[config.mk]
export PLATFORM = sky130hd
export DESIGN_NAME = fpm_top
export DESIGN_NICKNAME = d
export VERILOG_FILES = /design/src/rtl/fpm_pkg.sv /design/src/rtl/fpm_slice_mul.sv /design/src/rtl/fpm_merge.sv /design/src/rtl/fpm_exp_bias.sv /design/src/rtl/fpm_normalize.sv /design/src/rtl/fpm_top.sv
export SDC_FILE = /design/constraint.sdc
export NUM_CORES = 2
export LEC_CHECK = 0
export ABC_AREA = 1
export BUFFER_PORTS_ARGS = -buffer_cell sky130_fd_sc_hd__buf_4
export CORE_MARGIN = 2
export CORE_UTILIZATION = 30
export CTS_CLUSTER_DIAMETER = 50
export DETAILED_ROUTE_END_ITERATION = 7
export GPL_TIMING_DRIVEN = 0
export PLACE_DENSITY_LB_ADDON = 0.25
export SKIP_CTS_REPAIR_TIMING = 1
export SLEW_MARGIN = 20
export SYNTH_ARGS = -nofsm -noshare
export SYNTH_HDL_FRONTEND = slang
export SYNTH_HIERARCHICAL = 1
export SYNTH_SLANG_ARGS = --single-unit
[constraint.sdc]
create_clock -name clk -period 6.1 [get_ports clk]
set_clock_uncertainty 0.1 [all_clocks]
set_input_delay 0.305 -clock clk [delete_from_list [all_inputs] [get_ports clk]]
set_output_delay 0.305 -clock clk [all_outputs]
set_load 0.05 [all_outputs]
[src/rtl/fpm_pkg.sv]
package fpm_pkg;

    localparam int EXP_W   = 8;
    localparam int FRAC_W  = 23;
    localparam int WORD_W  = 1 + EXP_W + FRAC_W;
    localparam int SIG_W   = FRAC_W + 1;
    localparam int PROD_W  = 2 * SIG_W;
    localparam int OFRAC_W = PROD_W - 1;
    localparam int XE_W    = EXP_W + 2;
    localparam int BIAS    = (1 << (EXP_W - 1)) - 1;
    localparam int EMAX    = (1 << EXP_W) - 2;

    typedef struct packed {
        logic              sign;
        logic [EXP_W-1:0]  expo;
        logic [FRAC_W-1:0] frac;
    } fp_word_t;

    typedef struct packed {
        logic                    valid;
        logic                    sign;
        logic signed [XE_W-1:0]  eint;
        logic [PROD_W-1:0]       prod;
    } mid_stage_t;

    typedef struct packed {
        logic               valid;
        logic               sign;
        logic [EXP_W-1:0]   expo;
        logic [OFRAC_W-1:0] frac;
        logic               ovf;
        logic               unf;
    } result_t;

    function automatic fp_word_t split_word(input logic [WORD_W-1:0] w);
        fp_word_t f;
        f.sign = w[WORD_W-1];
        f.expo = w[WORD_W-2 -: EXP_W];
        f.frac = w[FRAC_W-1:0];
        return f;
    endfunction

    function automatic logic [SIG_W-1:0] with_hidden(input logic [FRAC_W-1:0] f);
        return {1'b1, f};
    endfunction

endpackage

[src/rtl/fpm_slice_mul.sv]
module fpm_slice_mul
    import fpm_pkg::*;
#(
    parameter int SLICES = 2,
    localparam int SL_W  = SIG_W / SLICES,
    localparam int PP_W  = SIG_W + SL_W
) (
    input  logic [SIG_W-1:0]            sig_a,
    input  logic [SIG_W-1:0]            sig_b,
    output logic [SLICES-1:0][PP_W-1:0] pp
);
    initial begin
        if (SIG_W % SLICES != 0) $error("slice count must divide significand width");
    end

    for (genvar i = 0; i < SLICES; i++) begin : g_slice
        logic [SL_W-1:0] b_part;
        assign b_part = sig_b[i*SL_W +: SL_W];
        assign pp[i]  = PP_W'(sig_a) * PP_W'(b_part);
    end
endmodule

[src/rtl/fpm_merge.sv]
module fpm_merge
    import fpm_pkg::*;
#(
    parameter int SLICES = 2,
    localparam int SL_W  = SIG_W / SLICES,
    localparam int PP_W  = SIG_W + SL_W
) (
    input  logic [SLICES-1:0][PP_W-1:0] pp,
    output logic [PROD_W-1:0]           prod
);
    always_comb begin
        prod = '0;
        for (int i = 0; i < SLICES; i++) begin
            prod = prod + (PROD_W'(pp[i]) << (i * SL_W));
        end
    end
endmodule

[src/rtl/fpm_exp_bias.sv]
module fpm_exp_bias
    import fpm_pkg::*;
(
    input  logic [EXP_W:0]          esum,
    output logic signed [XE_W-1:0]  eint
);
    localparam logic signed [XE_W-1:0] BIAS_S = XE_W'(BIAS);

    assign eint = $signed({1'b0, esum}) - BIAS_S;
endmodule

[src/rtl/fpm_normalize.sv]
module fpm_normalize
    import fpm_pkg::*;
(
    input  logic [PROD_W-1:0]         prod,
    input  logic signed [XE_W-1:0]    eint,
    output logic [EXP_W-1:0]          expo,
    output logic [OFRAC_W-1:0]        frac,
    output logic                      ovf,
    output logic                      unf
);
    localparam logic signed [XE_W-1:0] LO_S = XE_W'(1);
    localparam logic signed [XE_W-1:0] HI_S = XE_W'(EMAX);

    logic                    top_bit;
    logic signed [XE_W-1:0]  eadj;
    logic [OFRAC_W-1:0]      frac_n;

    assign top_bit = prod[PROD_W-1];
    assign eadj    = eint + (top_bit ? LO_S : '0);
    assign frac_n  = top_bit ? prod[PROD_W-2:0] : {prod[PROD_W-3:0], 1'b0};

    always_comb begin
        unf  = 1'b0;
        ovf  = 1'b0;
        expo = eadj[EXP_W-1:0];
        frac = frac_n;
        if (eadj < LO_S) begin
            unf  = 1'b1;
            expo = '0;
            frac = '0;
        end else if (eadj > HI_S) begin
            ovf  = 1'b1;
            expo = '1;
            frac = '0;
        end
    end
endmodule

[src/rtl/fpm_top.sv]
module fpm_top
    import fpm_pkg::*;
#(
    parameter int SLICES = 2,
    localparam int SL_W  = SIG_W / SLICES,
    localparam int PP_W  = SIG_W + SL_W
) (
    input  logic                 clk,
    input  logic                 rst,
    input  logic                 in_valid,
    input  logic [WORD_W-1:0]    op_a,
    input  logic [WORD_W-1:0]    op_b,
    output logic                 res_valid,
    output logic                 res_sign,
    output logic [EXP_W-1:0]     res_exp,
    output logic [OFRAC_W-1:0]   res_frac,
    output logic                 res_ovf,
    output logic                 res_unf
);
    fp_word_t fa, fb;
    assign fa = split_word(op_a);
    assign fb = split_word(op_b);

    // stage 1: partial products, exponent sum, sign
    logic [SLICES-1:0][PP_W-1:0] pp_c, pp_q;
    logic [EXP_W:0]              esum_q;
    logic                        v1_q, s1_q;

    fpm_slice_mul #(.SLICES(SLICES)) u_mul (
        .sig_a (with_hidden(fa.frac)),
        .sig_b (with_hidden(fb.frac)),
        .pp    (pp_c)
    );

    always_ff @(posedge clk) begin
        if (rst) begin
            pp_q   <= '0;
            esum_q <= '0;
            v1_q   <= 1'b0;
            s1_q   <= 1'b0;
        end else begin
            pp_q   <= pp_c;
            esum_q <= {1'b0, fa.expo} + {1'b0, fb.expo};
            v1_q   <= in_valid;
            s1_q   <= fa.sign ^ fb.sign;
        end
    end

    // stage 2: merged product, biased exponent
    logic [PROD_W-1:0]       prod_c;
    logic signed [XE_W-1:0]  eint_c;
    mid_stage_t              mid_q;

    fpm_merge #(.SLICES(SLICES)) u_merge (
        .pp   (pp_q),
        .prod (prod_c)
    );

    fpm_exp_bias u_bias (
        .esum (esum_q),
        .eint (eint_c)
    );

    always_ff @(posedge clk) begin
        if (rst) begin
            mid_q <= '0;
        end else begin
            mid_q.valid <= v1_q;
            mid_q.sign  <= s1_q;
            mid_q.eint  <= eint_c;
            mid_q.prod  <= prod_c;
        end
    end

    // stage 3: normalize and range check
    logic [EXP_W-1:0]   n_exp;
    logic [OFRAC_W-1:0] n_frac;
    logic               n_ovf, n_unf;
    result_t            out_q;

    fpm_normalize u_norm (
        .prod (mid_q.prod),
        .eint (mid_q.eint),
        .expo (n_exp),
        .frac (n_frac),
        .ovf  (n_ovf),
        .unf  (n_unf)
    );

    always_ff @(posedge clk) begin
        if (rst) begin
            out_q <= '0;
        end else begin
            out_q.valid <= mid_q.valid;
            out_q.sign  <= mid_q.sign;
            out_q.expo  <= n_exp;
            out_q.frac  <= n_frac;
            out_q.ovf   <= n_ovf;
            out_q.unf   <= n_unf;
        end
    end

    assign res_valid = out_q.valid;
    assign res_sign  = out_q.sign;
    assign res_exp   = out_q.expo;
    assign res_frac  = out_q.frac;
    assign res_ovf   = out_q.ovf;
    assign res_unf   = out_q.unf;

    // cycles since reset, saturating, for history-based checks
    logic [1:0] live_cnt;
    always_ff @(posedge clk) begin
        if (rst)                 live_cnt <= '0;
        else if (live_cnt != 2'd3) live_cnt <= live_cnt + 2'd1;
    end


    valid_latency_chk: assert property (@(posedge clk) disable iff (rst)
        (live_cnt == 2'd3) |-> (res_valid == $past(in_valid, 3)));


    sign_xor_chk: assert property (@(posedge clk) disable iff (rst)
        (live_cnt == 2'd3 && res_valid) |-> (res_sign == $past(op_a[WORD_W-1] ^ op_b[WORD_W-1], 3)));


    unf_zero_chk: assert property (@(posedge clk) disable iff (rst)
        res_unf |-> (res_exp == '0 && res_frac == '0 && !res_ovf));


    ovf_sat_chk: assert property (@(posedge clk) disable iff (rst)
        res_ovf |-> (res_exp == '1 && res_frac == '0 && !res_unf));


    exp_range_chk: assert property (@(posedge clk) disable iff (rst)
        (res_valid && !res_ovf && !res_unf) |-> (res_exp != '0 && res_exp != '1));


    reset_clear_chk: assert property (@(posedge clk)
        $past(rst) |-> (!res_valid && !res_ovf && !res_unf && res_exp == '0));
endmodule

==> summary.md <==
| Metric | Value |
|---|---|
| Most frequent CP cell | nand2_1 |
| Initial antenna violation count | 0 |
| Layout cells sized above 1 | 6.56% |
| Final WL | approximately 90000 um |
| Total number of yosys warnings | 6 |
| Critical path cell sequence | buf_4 > clkbuf_1 > nand2_1 > fa_1 > fa_1 > inv_1 > fa_1 > fa_1 > inv_1 > fa_1 > inv_1 > ha_1 > nand2_1 > inv_1 > nand2_1 > nand2_1 > nand2_1 > nand2_1 > a21oi_1 > nand2_1 > nand2_1 > nand2_1 > inv_1 > nor2_1 |
| Synth Area in XOR/XNOR | roughly 1.7% |
| Register bit count reported by yosys | between 200 and 250 |
| Vias | 25.2k |
| CTS sink count | 202 |
| Worst Path Required | 6390 ps |
| Hold crit path type | input port to flip-flop |
| EDFF count, synth | 0 |
| Filler Cell Count | 10.9k |
| Setup Viol. Count Final | 0 |
| Min cycle time layout | between 5000 and 6000 ps |
| Diode count | 0 |
| First-pass GRT wire length | 141000 um |
| Antenna Violating Nets Remaining | 0 |
| Synth Area in Simple Gates | 26.5% |
| # Max-Cap Violations | 0 |
| Gr usage total | about 18% |
| DP HPWL | roughly 76000 um |
| H-tree levels | 1 |
| Worst R2R Setup Slack | between 3000 and 4000 ps |
| Synthesis-to-layout area growth | 11.4% |
| Sequential area share after synthesis | between 10 and 15% |
| Clk slew on worst S/H paths | ~60 ps |
| Netlist cell types | between 40 and 50 |
| Mapped Cells | about 4.4k |
| Worst Max-Slew Pin Slew | about 960 ps |
| TritonCTS clock tree | done |
| Crit start category | input port |
| CP max FO | 10 |
| Status | finished clean |
| Hold Fails Final Rpt | 0 |
| WL/cell | ~15 um |
| DR vias/cell | 4.31 |
| Slew margin rel. | between 30 and 40% |
| Compound-Gate Fraction of Synth Area | under 10% |
| Max clock buf depth | 3 |
| Async set-reset flop share out of synthesis | 0% |
| Setup TNS | 0 ps |
| Main combinational cell family by area after synthesis | adder cells |
| DRT Pass-1 Iters | 5 |
| PortBufs | 124 |
| Post-synthesis mux area share | 0% |
| Worst Setup SP | op_a[19] |
| Kind of end point of the critical path | flip-flop |
| DRC Markers | 0 |
| CTS Buf Count | 23 |
| Max frequency | 188 MHz |
| Slowest-stage cell, CP | clkbuf_1 |
| Synthesized area | roughly 0.03 mm2 |
| Number of global-route vias before repair | between 20k and 30k |
| DIE WIDTH | around 320 um |
| Layout Nets | 5232 |
| Rows | about 120 |
| Initial core utilization | between 30% and 40% |
| Die area | roughly 0.10 mm2 |
| Worst EP arrival | ~5600 ps |
| Final Max Tran Viols | 0 |
| Worst skew pair latency | between 500 and 600 ps |
| Synth Area in Adders | 37.5% |
| Worst Setup Path Type | input port to flip-flop |
| Ys flop type | dfxtp_1 |
| Grt ovf | 0 |
| Die Height | ~320 um |
| Max incr delay on CP | about 700 ps |
| Reg2Reg Launch Point | mid_q[47]$_SDFF_PP0_ |
| Largest net degree at the start of global routing | 15 |
| Share of the clock period used by the worst path | 87.4% |
| Average cell area after synthesis | slightly below 7 um2 |
| IO Pins | between 100 and 150 |
| RSZ-0062 raised after global routing | no |
| Drt initial violations | between 1k and 1.5k |
| Worst hold start | op_b[23] |
| CTS root buf | clkbuf_16 |
| CORE AREA | between 0.09 and 0.1 mm2 |
| RePlAce Congestion | roughly 0.9 |
## per-layer routing
metal  wire length [um]  GRT usage (%)  vias up
met4               2330           4.73        0
met2              39900           29.1      667
met3               5430           2.20      104
met1              41500           24.8    11737
met5                  0              0        -
li1                   -              -    12680
## cells in the mapped netlist, drive strengths merged, types with 4 or more instances
library cell | instances | area (um2)
xnor2 | 11 | 96.3
o21ai | 31 | 155
clkbuf | 106 | 398
o21bai | 6 | 48.8
ha | 183 | 2290
nor3 | 13 | 75.1
nand3 | 155 | 816
nor2 | 425 | 1690
inv | 1239 | 4650
nand2 | 1332 | 5090
a21oi | 99 | 514
dfxtp | 202 | 4040
fa | 442 | 8850
buf | 49 | 339
or2 | 5 | 38.8
xor2 | 47 | 419
a21o | 4 | 30.0
nand4 | 18 | 113
## final timing paths
path	depth (start not counted)	endpoint
hold / removal	4	esum_q[0]$_SDFF_PP0_
setup reg to reg	14	res_frac[0]$_SDFF_PP0_
hold reg to reg	2	res_sign$_SDFF_PP0_
setup / recovery	24	pp_q[35]$_SDFF_PP0_
## through the flow
| stage | hold slack (ps) | setup slack (ps) | utilization [%] | instance area [um2] | cells |
|---|---|---|---|---|---|
| after floorplan | 288 | 1510 | - | 29800 | 4388 |
| after global placement | 295 | 344 | 32.9 | 32300 | 5799 |
| after detailed placement | 295 | 359 | 32.9 | 32300 | 5799 |
| after CTS | -126 | 895 | 33.7 | 33100 | 5840 |
| after global routing | 57.9 | 510 | 33.7 | 33100 | 5843 |
| final | 28.6 | 770 | 33.7 | 33100 | 5843 |
## sequential cells by signal, summed over array words and instances (netlist names)
| register | cells |
|---|---|
| s1_q | 1 |
| res_unf | 1 |
| mid_q | 60 |
| esum_q | 9 |
| res_exp | 8 |
| pp_q | 72 |
| res_ovf | 1 |
| res_sign | 1 |
| v1_q | 1 |
| res_frac | 47 |
| res_valid | 1 |
## placed cells by master, fill, tap and decap left out, types with 37 or more instances in the layout
| cell type | n |
|---|---|
| a21oi_1 | 96 |
| xor2_1 | 46 |
| nand2_1 | 1295 |
| nand3_1 | 147 |
| ha_1 | 183 |
| nand2_2 | 37 |
| fa_1 | 442 |
| clkbuf_1 | 110 |
| dfxtp_1 | 202 |
| inv_1 | 1236 |
| nor2_1 | 392 |
| buf_4 | 136 |
## area by class of cell
class	instances	area (um2)	share of cell area, %
multi-input combinational	2791	20300	61.4
sequential	202	4040	12.2
inverter	1240	4650	14.1
clock inverter	8	103	0.310
timing repair buffer	127	961	2.90
buffer	155	737	2.23
tap	1287	1610	4.86
clock buffer	33	673	2.03
## logic make-up after synthesis
group           count (synthesis)
simple gates                 1955
fa+ha+maj                     625
compound gates                141
other cells                     1
flops                         202
buf+inv                      1395
xor+xnor                       58
## worst max-delay path: cells and delay by family
family	cells	cell delay [ps]
fa+ha+maj	6	3070
buf+inv	7	1200
simple gates	10	840
compound gates	1	180
Power is not shown: default switching activity piles up to over one toggle a cycle in this logic, so the estimate is an artifact.
